## src/rtl/lsamp_pkg.sv

```systemverilog
package lsamp_pkg;
  typedef enum logic [1:0] {
    S_IDLE = 2'd0,
    S_READ = 2'd1,
    S_WAIT = 2'd2
  } lsamp_state_t;
endpackage

```

## src/rtl/lsamp_retry.sv

```systemverilog
module lsamp_retry #(
  parameter int unsigned RETRY = 10
) (
  input  logic clk,
  input  logic rst,
  input  logic load_i,
  output logic expired_o
);
  localparam int unsigned TW = $clog2(RETRY + 1);

  logic [TW-1:0] cnt;
  logic          active;

  always_ff @(posedge clk) begin
    if (rst) begin
      cnt    <= '0;
      active <= 1'b0;
    end else if (load_i) begin
      cnt    <= TW'(RETRY - 1);
      active <= 1'b1;
    end else if (active) begin
      if (cnt == '0) active <= 1'b0;
      else           cnt    <= cnt - 1'b1;
    end
  end

  assign expired_o = active && (cnt == '0);

  // the pause never runs longer than programmed
  a_r5_cnt_bound: assert property (@(posedge clk) disable iff (rst)
    active |-> (cnt <= TW'(RETRY - 1)));
  // a new pause is only requested once the previous one is over
  a_r5_no_overlap: assert property (@(posedge clk) disable iff (rst)
    load_i |-> !active);
endmodule

```

## src/rtl/lsamp_coarse.sv

```systemverilog
module lsamp_coarse #(
  parameter int unsigned SW     = 32,
  parameter int unsigned CW     = 7,
  parameter int unsigned CSHIFT = 2
) (
  input  logic [SW-1:0] word_i,
  output logic [CW-1:0] coarse_o
);
  logic [SW-1:0] shifted;
  assign shifted  = word_i >> CSHIFT;
  assign coarse_o = shifted[CW-1:0];
endmodule

```

## src/rtl/lsamp_hold.sv

```systemverilog
module lsamp_hold #(
  parameter int unsigned NPHY      = 2,
  parameter int unsigned SW        = 32,
  parameter int unsigned CW        = 7,
  parameter int unsigned FINE_MASK = 3
) (
  input  logic               clk,
  input  logic               rst,
  input  logic [NPHY-1:0]    we_i,
  input  logic [SW-1:0]      word_i,
  input  logic [CW-1:0]      coarse_i,
  output logic [NPHY*SW-1:0] words_o,
  output logic [NPHY*CW-1:0] coarses_o
);
  localparam logic [SW-1:0] FMASK = SW'(FINE_MASK);

  for (genvar k = 0; k < NPHY; k++) begin : g_slot
    logic [SW-1:0] w_q;
    logic [CW-1:0] c_q;

    always_ff @(posedge clk) begin
      if (rst) begin
        w_q <= '0;
        c_q <= '0;
      end else if (we_i[k]) begin
        w_q <= word_i;
        c_q <= coarse_i;
      end
    end

    assign words_o[k*SW +: SW]   = w_q;
    assign coarses_o[k*CW +: CW] = c_q;

    // only a fully locked word is ever stored
    a_r4_lock_only: assert property (@(posedge clk) disable iff (rst)
      we_i[k] |-> ((word_i & FMASK) == FMASK));
  end
endmodule

```

## src/rtl/lock_sampler.sv

```systemverilog
module lock_sampler
  import lsamp_pkg::*;
#(
  parameter int unsigned NPHY      = 2,
  parameter int unsigned SW        = 32,
  parameter int unsigned CW        = 7,
  parameter int unsigned CSHIFT    = 2,
  parameter int unsigned FINE_MASK = 3,
  parameter int unsigned RETRY     = 10
) (
  input  logic               clk,
  input  logic               rst,
  input  logic               start_i,
  output logic [NPHY-1:0]    gate_o,
  output logic [NPHY-1:0]    rd_req_o,
  input  logic [NPHY-1:0]    rd_ack_i,
  input  logic [NPHY*SW-1:0] rd_data_i,
  output logic [NPHY*SW-1:0] stat_o,
  output logic [NPHY*CW-1:0] coarse_o,
  output logic               done_o
);
  localparam int unsigned    IW    = (NPHY > 1) ? $clog2(NPHY) : 1;
  localparam logic [SW-1:0]  FMASK = SW'(FINE_MASK);
  localparam logic [IW-1:0]  LAST  = IW'(NPHY - 1);

  lsamp_state_t    st;
  logic [IW-1:0]   idx;
  logic [IW-1:0]   idx_nxt;
  logic [NPHY-1:0] gate_q;
  logic [NPHY-1:0] req_q;
  logic            done_q;

  logic [SW-1:0]   cur_word;
  logic            cur_ack;
  logic            fine_ok;
  logic [CW-1:0]   cur_coarse;
  logic [NPHY-1:0] cap_we;
  logic            tmr_load;
  logic            tmr_expired;

  assign idx_nxt  = idx + 1'b1;
  assign cur_word = rd_data_i[int'(idx)*SW +: SW];
  assign cur_ack  = rd_ack_i[idx];
  assign fine_ok  = (cur_word & FMASK) == FMASK;
  assign tmr_load = (st == S_READ) && cur_ack && !fine_ok;

  always_comb begin
    cap_we = '0;
    if (st == S_READ && cur_ack && fine_ok) cap_we[idx] = 1'b1;
  end

  always_ff @(posedge clk) begin
    if (rst) begin
      st     <= S_IDLE;
      idx    <= '0;
      gate_q <= '1;
      req_q  <= '0;
      done_q <= 1'b0;
    end else begin
      case (st)
        S_IDLE: begin
          if (start_i) begin
            done_q    <= 1'b0;
            idx       <= '0;
            gate_q    <= '1;
            gate_q[0] <= 1'b0;
            req_q     <= '0;
            req_q[0]  <= 1'b1;
            st        <= S_READ;
          end
        end
        S_READ: begin
          if (cur_ack) begin
            gate_q <= '1;
            req_q  <= '0;
            if (fine_ok) begin
              if (idx == LAST) begin
                done_q <= 1'b1;
                st     <= S_IDLE;
              end else begin
                idx             <= idx_nxt;
                gate_q[idx_nxt] <= 1'b0;
                req_q[idx_nxt]  <= 1'b1;
              end
            end else begin
              st <= S_WAIT;
            end
          end
        end
        S_WAIT: begin
          if (tmr_expired) begin
            gate_q[idx] <= 1'b0;
            req_q[idx]  <= 1'b1;
            st          <= S_READ;
          end
        end
        default: st <= S_IDLE;
      endcase
    end
  end

  lsamp_retry #(.RETRY(RETRY)) u_retry (
    .clk       (clk),
    .rst       (rst),
    .load_i    (tmr_load),
    .expired_o (tmr_expired)
  );

  lsamp_coarse #(.SW(SW), .CW(CW), .CSHIFT(CSHIFT)) u_coarse (
    .word_i   (cur_word),
    .coarse_o (cur_coarse)
  );

  lsamp_hold #(.NPHY(NPHY), .SW(SW), .CW(CW), .FINE_MASK(FINE_MASK)) u_hold (
    .clk       (clk),
    .rst       (rst),
    .we_i      (cap_we),
    .word_i    (cur_word),
    .coarse_i  (cur_coarse),
    .words_o   (stat_o),
    .coarses_o (coarse_o)
  );

  assign gate_o   = gate_q;
  assign rd_req_o = req_q;
  assign done_o   = done_q;

  // a stopped clock always has a read in flight
  a_r3_gate_only_when_reading: assert property (@(posedge clk) disable iff (rst)
    ((gate_o | rd_req_o) == '1));
  // a read never happens with its clock running
  a_r3_read_with_gate_off: assert property (@(posedge clk) disable iff (rst)
    ((gate_o & rd_req_o) == '0));
  // one PHY at a time
  a_r2_single_req: assert property (@(posedge clk) disable iff (rst)
    $onehot0(rd_req_o));
  // nothing is read once the run has finished
  a_r7_quiet_when_done: assert property (@(posedge clk) disable iff (rst)
    done_o |-> (rd_req_o == '0));
  // results hold until the next start
  a_r8_done_holds: assert property (@(posedge clk) disable iff (rst)
    (done_o && !start_i) |=> (done_o && $stable(stat_o) && $stable(coarse_o)));
endmodule

```

## config.mk

```make
export PLATFORM = sky130hd
export DESIGN_NAME = lock_sampler
export DESIGN_NICKNAME = d
export VERILOG_FILES = /design/src/rtl/lsamp_pkg.sv /design/src/rtl/lsamp_retry.sv /design/src/rtl/lsamp_coarse.sv /design/src/rtl/lsamp_hold.sv /design/src/rtl/lock_sampler.sv
export SDC_FILE = /design/constraint.sdc
export NUM_CORES = 1
export LEC_CHECK = 0
export BUFFER_PORTS_ARGS = -buffer_cell sky130_fd_sc_hd__buf_2
export CORE_MARGIN = 4
export CORE_UTILIZATION = 47
export CTS_CLUSTER_DIAMETER = 200
export DETAILED_ROUTE_END_ITERATION = 12
export PLACE_DENSITY_LB_ADDON = 0.1
export SYNTH_ARGS = -nofsm -noshare
export SYNTH_HDL_FRONTEND = slang
export SYNTH_SLANG_ARGS = --single-unit
```

## constraint.sdc

```tcl
create_clock -name clk -period 2.15 [get_ports clk]
set_input_delay 0.1075 -clock clk [delete_from_list [all_inputs] [get_ports clk]]
set_output_delay 0.1075 -clock clk [all_outputs]
set_load 0.02 [all_outputs]
```

==> results.cfg <==
[sta]
finalCritPeriodShare_pct = 88.4
hold_viol_final = 0
fmax_ghz = 0.526
rsz0062_at_grt = no
relSlewSlack_pct = 38.5
final-max-slew-violation-count = 0
worst_pin_slew_ps = 922
setup-tns-final_ps = 0
setup_viol = 0
final.setup_skew_ps = 12.6
layout_min_cycle_time_ps = 1900

[placement]
place.gp.congestion = 0.875
io_buffers = 151
place_hpwl_mm = 6.10

[detailed_routing]
dr.pass1.iters = 4
vias = 2968
post_drt_via_cell_ratio = 5.10
wire_per_inst_um = 14.1
drtIter0Drc = 87
drt.antenna.violating_nets = 0
wl_mm = 8.20
drcViolationCount = 0

[floorplan]
core-area_um2 = 6790
initial_core_util_pct = 48.3
die_area_um2 = 8390
boundaryPins = 152
die_h_um = 91.6
rows = 30
die_x_um = 91.6

[pwr]
intPower_w = 0.00242
clkPwrFrac_pct = 29.2
netSwitchingPower_w = 0.00115
vdd_ir_drop_max_v = 0.000412
p_comb_share_pct = 26.0
power_density_nw_per_um2 = 844
p_seq_share_pct = 44.8
leakagePower_nw = 1.78
swShare_pct = 32.1

[setup_path]
path_class = flip-flop to flip-flop
endpoint_kind = flip-flop
required_ps = 2390
critPathMaxFanout = 24
cp-start-kind = flip-flop
r2r-start = st[1]
r2r_end = u_hold.g_slot[0].w_q[26]
r2r_slack_ps = 250
arrival_ps = 2140
r2r_cells = 7

[worst_hold_path]
hold_start = start_i
min_path_type = input port to flip-flop
hold_path_depth = 3
holdPathEnd = idx

[clocking]
cts_hold_buffers = 0
clk_pin_slew_ps = 80
tritoncts = built
cts-root-buf = clkbuf_8
post_cts_buffers = 0
htreeDepth = 3
clkSinkCount = 77
cts_resized = 0
clock_latency_ps = 340
cts.path.max_buffers = 2
numCtsBuffers = 9

[logic_synthesis]
synth-xor-area-share_pct = 0.533
yosys_register_bits = 77
netlist_area_um2 = 3280
synth_top_family_by_area = compound AO/OA/AOI/OAI gates
syn_nets = 428
synth_fa_ha_area_share_pct = 1.90
synth_ff_type = dfxtp_1
syn-instance-count = 354
synthSimpleGateAreaFrac_pct = 14.2
yosysUniqueCellTypes = 39
yosys_warnings = 0
synth-edff-count = 0
muxShareOfSynthArea_pct = 9.79
avgSynthCellArea_um2 = 9.28
yosysSeqAreaShare_pct = 46.9
synth_compound_area_share_pct = 19.1
synth-async-reset-ratio_pct = 0

[grt]
met1_usage_pct = 25.3
grt_max_degree = 50
antenna_found_initial = 0
use_met3_pct = 5.63
grt-busiest-layer = met2
grt_pass1_wl_mm = 13.6
grt_use_met2_pct = 31.3
grt_pass1_vias = 2806
overflow = 0
track_usage_pct = 19.5

[flow_run]
cap_violations = 0

[layout]
syn2layout_area_growth_pct = 28.7
layout_commonest_cell = buf_2
drive_gt1_share_pct = 37.0
most-common-layout-cells = 151 x buf_2, 76 x dfxtp_1, 75 x nor2_1
nFillCells = 606
fin_nets = 556
fin_util_pct = 62.2
num_antenna_cells = 0

[outcome]
status = complete, no violations
==> worst max-delay path, cell delays in order (launching register included) <==
cell and delay [ps]:
dfxtp_1 350, inv_1 90, ha_1 340, and4b_1 290, and2_2 190, buf_4 260
nor2_1 70, a211oi_1 220
==> cell type report <==
type                       instances  area (um2)  area share, %
inverter                           6        22.5          0.533
clock buffer                       9         124           2.93
multi-input combinational        229        1500           35.5
sequential                        77        1540           36.5
tap                               96         120           2.84
timing repair buffer             159         853           20.2
clock inverter                     6        65.1           1.54
==> worst max path at each step <==
stage	from	endpoint	slack, ps	depth (start not counted)
after floorplan	st[1]	u_hold.g_slot[0].c_q[0]	460	8
after CTS	st[1]	u_hold.g_slot[0].w_q[26]	260	7
after global placement	st[1]	u_hold.g_slot[0].c_q[4]	390	7
after detailed placement	st[1]	u_hold.g_slot[0].w_q[26]	270	7
after global routing	st[1]	u_hold.g_slot[0].w_q[28]	80	7
final	st[1]	u_hold.g_slot[0].w_q[26]	250	7
==> sequential cells by signal (all words and copies together) (netlist names) <==
signal and flops:
st 2, idx 1, u_retry.cnt 4, done_o 1, rd_req_o 2, u_hold.g_slot.w_q 52
u_retry.active 1, u_hold.g_slot.c_q 12, gate_o 2
==> synth_stat cells (2+ instances only) <==
master | n | area share [%]
nand2_1 | 5 | 0.57
nor2_1 | 75 | 8.6
inv_1 | 6 | 0.69
a2111oi_0 | 2 | 0.53
o21a_1 | 2 | 0.46
buf_4 | 14 | 3.2
nor3_1 | 6 | 0.91
a21oi_1 | 7 | 1.1
nand3_1 | 5 | 0.76
buf_2 | 13 | 2.0
a211oi_1 | 60 | 14
o21ai_0 | 4 | 0.61
and2_1 | 3 | 0.57
clkbuf_1 | 15 | 1.7
mux2i_1 | 31 | 9.4
dfxtp_1 | 77 | 47
a31oi_1 | 2 | 0.38
ha_1 | 5 | 1.9
a221o_1 | 2 | 0.61
==> power by group through the flow <==
| stage | clock network [W] | logic, W | registers [W] |
|---|---|---|---|
| detailed placement | 0 | 0.000929 | 0.00163 |
| CTS | 0.00107 | 0.000932 | 0.00160 |
| global route | 0.00113 | 0.00102 | 0.00161 |
| finish | 0.00104 | 0.000927 | 0.00160 |
| global placement | 0 | 0.000912 | 0.00162 |
| floorplan | 0 | 0.000586 | 0.00170 |
==> through the flow <==
stage                     setup WS (ps)  cell area [um2]  hold slack (ps)  cells  total power [W]
after floorplan                     464             3280              336    354          0.00229
after global placement              385             4040              452    567          0.00254
after detailed placement            271             4040              456    567          0.00256
after CTS                           257             4230              120    582          0.00360
after global routing               82.3             4230              151    582          0.00376
final                               249             4230              144    582          0.00357
==> kinds of logic after synthesis <==
kind of cell / count (synthesis)
simple gates: 106
mux: 32
buf+inv: 48
fa+ha+maj: 5
xor+xnor: 2
flops: 77
compound gates: 84
==> metal layers <==
layer  wire length (um)  vias up
met1               3550     1330
li1                   -     1511
met5                  0        -
met4                 57        0
met2               3830      121
met3                763        6
Power figures use the tool's default switching activity.
